File: config.mk
export PLATFORM = sky130hd
export DESIGN_NAME = env_cfg_pair
export DESIGN_NICKNAME = d
export VERILOG_FILES = /design/src/rtl/env_cfg_pkg.sv /design/src/rtl/env_cfg_ctrl.sv /design/src/rtl/env_cfg_dp.sv /design/src/rtl/env_cfg_pair.sv
export SDC_FILE = /design/constraint.sdc
export NUM_CORES = 1
export LEC_CHECK = 0
export ABC_CLOCK_PERIOD_IN_PS = 2610
export BUFFER_PORTS_ARGS = -buffer_cell sky130_fd_sc_hd__buf_4
export CAP_MARGIN = 20
export CORE_ASPECT_RATIO = 1.75
export CORE_MARGIN = 2
export CORE_UTILIZATION = 36
export DETAILED_ROUTE_END_ITERATION = 7
export HOLD_SLACK_MARGIN = 0.03
export PLACE_DENSITY = 0.87
export RECOVER_POWER = 50
export SLEW_MARGIN = 10
export SYNTH_ARGS = -nofsm -noshare
export SYNTH_HDL_FRONTEND = slang
export SYNTH_SLANG_ARGS = --single-unit
File: constraint.sdc
create_clock -name clk -period 2.61 [get_ports clk]
set_clock_uncertainty 0.05 [all_clocks]
set_input_delay 0.522 -clock clk [delete_from_list [all_inputs] [get_ports clk]]
set_output_delay 0.522 -clock clk [all_outputs]
set_load 0.01 [all_outputs]
File: src/rtl/env_cfg_pkg.sv
package env_cfg_pkg;
  localparam int REG_W    = 64;
  localparam int HALF_W   = REG_W / 2;
  localparam int NUM_OPT  = 3;
  localparam int OPT_LSB  = REG_W - NUM_OPT;
  localparam int SEL_W    = 2;

  localparam logic [REG_W-1:0] LOW_FIELDS = REG_W'(8'hF0);
  localparam logic [REG_W-1:0] OPT_FIELDS = {{NUM_OPT{1'b1}}, {OPT_LSB{1'b0}}};
  localparam logic [REG_W-1:0] HI_WORD    = {{HALF_W{1'b1}}, {HALF_W{1'b0}}};
  localparam logic [REG_W-1:0] LO_WORD    = {{HALF_W{1'b0}}, {HALF_W{1'b1}}};

  localparam logic [SEL_W-1:0] SEL_MACH    = 2'd0;
  localparam logic [SEL_W-1:0] SEL_MACH_HI = 2'd1;
  localparam logic [SEL_W-1:0] SEL_HYP     = 2'd2;
  localparam logic [SEL_W-1:0] SEL_HYP_HI  = 2'd3;

  typedef struct packed {
    logic machWr;
    logic hypWr;
    logic readHyp;
    logic hiWord;
    logic loWord;
    logic nullSel;
  } cfg_strobe_t;
endpackage

File: src/rtl/env_cfg_ctrl.sv
module env_cfg_ctrl
  import env_cfg_pkg::*;
(
  input  logic             xlen64,
  input  logic [SEL_W-1:0] csrSel,
  input  logic             csrWe,
  output cfg_strobe_t      ctl
);
  logic isHiSel;
  logic isHypSel;

  assign isHiSel  = csrSel[0];
  assign isHypSel = csrSel[1];

  always_comb begin
    ctl = '0;
    ctl.readHyp = isHypSel;
    ctl.nullSel = xlen64 && isHiSel;
    ctl.hiWord  = !xlen64 && isHiSel;
    ctl.loWord  = !xlen64 && !isHiSel;
    ctl.machWr  = csrWe && !isHypSel && !ctl.nullSel;
    ctl.hypWr   = csrWe && isHypSel && !ctl.nullSel;
  end
endmodule

File: src/rtl/env_cfg_dp.sv
module env_cfg_dp
  import env_cfg_pkg::*;
(
  input  logic               clk,
  input  logic               rstN,
  input  cfg_strobe_t        ctl,
  input  logic [REG_W-1:0]   csrWdata,
  input  logic [NUM_OPT-1:0] featBits,
  output logic [REG_W-1:0]   csrRdata
);
  logic [REG_W-1:0] machReg, hypReg;
  logic [REG_W-1:0] wordMask, machMask, hypMask, wdPlaced;
  logic [REG_W-1:0] featField, viewVal;

  assign featField = {featBits, {OPT_LSB{1'b0}}};

  always_comb begin
    if (ctl.hiWord) begin
      wordMask = HI_WORD;
      wdPlaced = {csrWdata[HALF_W-1:0], {HALF_W{1'b0}}};
    end else if (ctl.loWord) begin
      wordMask = LO_WORD;
      wdPlaced = csrWdata;
    end else begin
      wordMask = '1;
      wdPlaced = csrWdata;
    end
  end

  assign machMask = (LOW_FIELDS | featField) & wordMask;
  assign hypMask  = (LOW_FIELDS | (machReg & OPT_FIELDS)) & wordMask;

  always_ff @(posedge clk) begin
    if (!rstN) begin
      machReg <= '0;
      hypReg  <= '0;
    end else begin
      if (ctl.machWr) machReg <= (machReg & ~machMask) | (wdPlaced & machMask);
      if (ctl.hypWr)  hypReg  <= (hypReg & ~hypMask) | (wdPlaced & hypMask);
    end
  end

  assign viewVal = ctl.readHyp ? (hypReg & (~OPT_FIELDS | machReg)) : machReg;

  always_comb begin
    if (ctl.nullSel)     csrRdata = '0;
    else if (ctl.hiWord) csrRdata = {{HALF_W{1'b0}}, viewVal[REG_W-1:HALF_W]};
    else if (ctl.loWord) csrRdata = {{HALF_W{1'b0}}, viewVal[HALF_W-1:0]};
    else                 csrRdata = viewVal;
  end

  // bits outside the defined fields never hold a one
  p_reserved_zero_r2: assert property (@(posedge clk) disable iff (!rstN)
    ((machReg | hypReg) & ~(LOW_FIELDS | OPT_FIELDS)) == '0);

  // without a write strobe a register holds its value
  p_hold_mach_r4: assert property (@(posedge clk) disable iff (!rstN)
    !$past(ctl.machWr) |-> machReg == $past(machReg));
  p_hold_hyp_r4: assert property (@(posedge clk) disable iff (!rstN)
    !$past(ctl.hypWr) |-> hypReg == $past(hypReg));

  for (genvar i = 0; i < NUM_OPT; i++) begin : g_optChk
    // a machine optional bit changes only if its feature was present
    p_feat_gate_r3: assert property (@(posedge clk) disable iff (!rstN)
      (machReg[OPT_LSB+i] != $past(machReg[OPT_LSB+i])) |-> $past(featBits[i]));
    // a hypervisor optional bit changes only while the machine bit was set
    p_hyp_gate_r5: assert property (@(posedge clk) disable iff (!rstN)
      (hypReg[OPT_LSB+i] != $past(hypReg[OPT_LSB+i])) |-> $past(machReg[OPT_LSB+i]));
    // a full-width hypervisor read never shows a gated bit
    p_read_gate_r6: assert property (@(posedge clk) disable iff (!rstN)
      (ctl.readHyp && !ctl.nullSel && !ctl.hiWord && !ctl.loWord && !machReg[OPT_LSB+i])
        |-> !csrRdata[OPT_LSB+i]);
  end
endmodule

File: src/rtl/env_cfg_pair.sv
module env_cfg_pair
  import env_cfg_pkg::*;
(
  input  logic             clk,
  input  logic             rstN,
  input  logic             xlen64,
  input  logic [SEL_W-1:0] csrSel,
  input  logic             csrWe,
  input  logic [REG_W-1:0] csrWdata,
  input  logic             featAdUpd,
  input  logic             featMemType,
  input  logic             featTimeCmp,
  output logic [REG_W-1:0] csrRdata
);
  cfg_strobe_t ctl;

  env_cfg_ctrl u_ctrl (
    .xlen64 (xlen64),
    .csrSel (csrSel),
    .csrWe  (csrWe),
    .ctl    (ctl)
  );

  env_cfg_dp u_dp (
    .clk      (clk),
    .rstN     (rstN),
    .ctl      (ctl),
    .csrWdata (csrWdata),
    .featBits ({featTimeCmp, featMemType, featAdUpd}),
    .csrRdata (csrRdata)
  );
endmodule

Word-level counts from Yosys, hierarchy flattened
Index checks and enable logic that the tools add are counted.

Word-level logic and storage cells: 31. Register bits after elaboration: 128. Bits of input ports: 73.

Muxes and demuxes: 7. Reduce and logical (&&, ||, !) cells: 11. Bitwise gates (word level): 11.

Operators with widths (count): $and A64 B64 Y64 (7); $mux W64 (7); $not A64 Y64 (2); $or A64 B64 Y64 (2); $logic_and A1 B1 Y1 (7); $logic_not A1 Y1 (4).

Depth between registers and ports, before layout
Depth after elaboration: 8. Gate-level depth with buffers: 4. Mapped depth without buffers: 3.

Hierarchy
From an unflattened synthesis, not the netlist that was laid out.

Cell total of the unflattened synthesis: 142. Area total of the unflattened synthesis: 1211.2 µm².

Modules (own cells, without submodules): env_cfg_dp (area an instance 1162.4 µm², sequential area each 280.3 µm², times used 1, cells an instance 135); env_cfg_ctrl (area an instance 48.8 µm², sequential area each 0.0 µm², times used 1, cells an instance 7).

Worst setup path before layout
Ideal clock, no wire load.

Path kind: in2out. Start: input csrSel[0]. End: output csrRdata[61]. Setup slack: 0.959 ns. Arrival: 1.079 ns. Stages: 3. Required time: 2.038 ns. Buffers on the path: 1. Cell sequence: buf_6 or2b_1 nor2_1.

Longest elaborated chain between the ends: 5. Elaborated cells between the ends (all ways): 7. Those cells by class: 3 x mux; 4 x reduce/logical.

Ends and longest elaborated chain: start, declared (line env_cfg_pair.sv:7) `input logic [SEL_W-1:0] csrSel,`; $logic_not A1 Y1 (line env_cfg_ctrl.sv:20) `ctl.loWord = !xlen64 && !isHiSel;`; $logic_and A1 B1 Y1 (line env_cfg_ctrl.sv:20); $mux W64 (line env_cfg_dp.sv:48) `else if (ctl.loWord) csrRdata = {{HALF_W{1'b0}}, viewVal[HALF_W-1:0]};`; $mux W64 (line env_cfg_dp.sv:47) `else if (ctl.hiWord) csrRdata = {{HALF_W{1'b0}}, viewVal[REG_W-1:HALF_W]};`; $mux W64 * (line env_cfg_dp.sv:46) `if (ctl.nullSel) csrRdata = '0;`; end, declared (line env_cfg_pair.sv:13) `output logic [REG_W-1:0] csrRdata`.

Every way passes the cells marked *; elsewhere a longest branch is shown, timed or not.

Final worst setup path
Start: input csrSel[0]. End: output csrRdata[31].

Longest elaborated chain between the ends: 3. Elaborated cells between the ends (all ways): 4. Those cells by class: 2 x mux; 2 x reduce/logical.

Ends and longest elaborated chain: $logic_and A1 B1 Y1 (line env_cfg_ctrl.sv:19) `ctl.hiWord = !xlen64 && isHiSel;`; $mux W64 (line env_cfg_dp.sv:47); $mux W64 * (line env_cfg_dp.sv:46).

Marks and branches as above.

==> results.yml <==
timing:
  final_hold_viol_count: 0
  fin_crit_sh_pct: 76.88
  finalSetupViolations: 0
  period_minus_slack_ns: 2.007
  finalWorstSetupSlack_ns: 0.6034
  slew_headroom_pct: 46.36
  rsz0062_at_grt: "no"
  setup_tns_ns: 0
  fmax_ghz: 0.4984
  worstMarginPinSlew_ns: 0.8028
  slew_viol_final: 0
global_route:
  grt_overflow_total: 0
  grt_start_max_net_pins: 15
  antenna_found_initial: 0
  grt_pass1_vias: 702
  grt_pass1_wl_um: 2946
  gr-usage-all-layers_pct: 11.25
setup_path:
  cp_cell_sequence: "clkbuf_1, nand2b_1, nor2_1, buf_4"
  cp_num_buf_inv: 2
  start_kind: "primary input"
  crit_path_end_kind: "output port"
  critical-path-top-delay-family: "buffers and inverters"
  crit_type: "primary input to output port"
  r2r_slack_ns: 1.74
  critPathRequiredTime_ns: 2.04
  cp_slowest_cell: "clkbuf_1"
  critPathMaxFanout: 10
  worstPathArrival_ns: 1.43
  slowest_delay_ns: 0.47
synth:
  synthCells: 133
  synth_top_area_share_pct: 35.26
  synthArstFlopShare_pct: 0
  synth.avg_cell_area_um2: 8.646
  yosys-top-cells-count: "buf_4, nor2_1, mux2i_1, dfxtp_1, and3_1"
  synth_edf_count: 0
  synth_area_leaders: "buf_4, dfxtp_1, mux2i_1"
  yosysMostFrequentCell: "buf_4"
  synth.largest_area_cell: "buf_4"
  seq_area_frac_synth_pct: 24.37
  synthDistinctLibCells: 22
  ys.warnings.count: 0
  ys_seq_elements: 14
  ys.flop_type: "dfxtp_1"
  syn_area_mm2: 0.001150
power_and_ir_drop:
  internal-power_uw: 391.6
  power.density_cell_area_mw_per_mm2: 452.1
  p_sw_uw: 163.3
  power_frac_comb_pct: 19.9
  swShare_pct: 29.42
  p_seq_share_pct: 40.4
  power.total_uw: 554.9
  leakage_uw: 0.0006261
  vdd_ir_drop_max_v: 0.0004218
  pwr-share-clk_pct: 39.7
place:
  hpwl_um: 1629
  pre_cts_ws_ns: 0.7692
  io_buffers: 28
  place_area_mm2: 0.001187
  place_congestion: 0.7682
layout:
  fillers: 350
  syn2layout_area_growth_pct: 6.747
  drive_above_1_share_pct: 19.88
  fin_area_mm2: 0.001227
  layout.nets: 235
  diodes: 0
worst_hold_path:
  min_path_type: "flip-flop to flip-flop"
routing:
  ant_nets: 0
  wl_per_cell_um: 9.706
  via_count: 840
  drtPass1Iterations: 3
  drc: 0
  wirelength_um: 1980
  viasPerCell: 4.118
  first_iter_violations: 11
clocking:
  clock_latency_ns: 0.26
  clk_pin_slew_ns: 0.06
  ctsRootBufferMaster: "clkbuf_8"
  cts_max_level: 1
  cts_tree: "yes"
  cts_sinks: 14
  cts_resized: 0
  hold_buffers: 0
  cts_buffer_depth: 2
  cts_buffers: 3
  cts_setup_buffers: 0
floorplanning:
  initial_core_util_pct: 37.00
  die_w_um: 46.72
  die_area_mm2: 0.003680
  core_mm2: 0.003108
  core.rowCount: 27
  ioPinCount: 137
  die_h_um: 78.76
flow_run:
  maxCapViolCount: 0
run_status:
  status: "complete, no violations"
## power by group through the flow
stage,Sequential (uW),Combinational (uW),Clock [uW]
detailed placement,229,112,0
global route,225,123,229
global placement,229,110,0
finish,224,110,220
CTS,224,112,227
floorplan,228,138,0
## final timing paths
check,start,to,cells past startpoint
setup / recovery,csrSel[0],csrRdata[31],4
hold reg to reg,flip-flop,flip-flop,1
hold / removal,flip-flop,flip-flop,1
setup reg to reg,flip-flop,flip-flop,2
## kinds of logic (layout without fill, tap and decap cells)
kind of cell	count (synthesis)	count (layout)	share of synthesized area, %
multiplexers	15	15	13.06
flip-flops	14	14	24.37
AND/OR/NAND/NOR	28	28	12.73
AO/OA/AOI/OAI	15	15	9.467
XOR/XNOR	1	1	2.394
buffers and inverters	59	34	37.65
other	1	54	0.3261
## cells in the final DEF, fill, tap and decap left out
master and count:
a41oi_1 3, a211oi_1 3, a311oi_1 3, inv_1 2
nand2b_1 1, o21ai_0 3, dfxtp_1 14, nand3b_1 1
nor2b_1 1, buf_4 27, clkbuf_8 4, xor2_4 1
clkbuf_1 1, and3_1 4, a31oi_1 3, nor2_1 18
conb_1 54, and2b_1 1, mux2i_1 15, nor3b_1 1
or2b_1 1
## through the flow
stage	utilization (%)	hold slack, ns	std cells
detailed placement	38.20	0.4396	200
global placement	38.20	0.4221	200
global route	39.49	0.4642	204
finish	39.49	0.4511	204
CTS	39.98	0.4521	204
floorplan	-	0.4096	186
## metal layers
layer	wire, um	track usage [%]	up-vias
met1	722	11.85	384
met5	0	0	-
met2	1023	19.17	58
met4	51	7.500	0
met3	183	1.818	5
li1	-	-	393
## layout make-up
type / instances / area [um2] / share of cell area (%)
Clock buffer: 4 / 55.05 / 4.485
Inverter: 2 / 7.507 / 0.6116
Multi-Input combinational cell: 113 / 624.3 / 50.87
Sequential cell: 14 / 280.3 / 22.83
Tap cell: 43 / 53.80 / 4.383
Timing Repair Buffer: 28 / 206.4 / 16.82
Note: power is estimated with default switching activity, not from simulation.
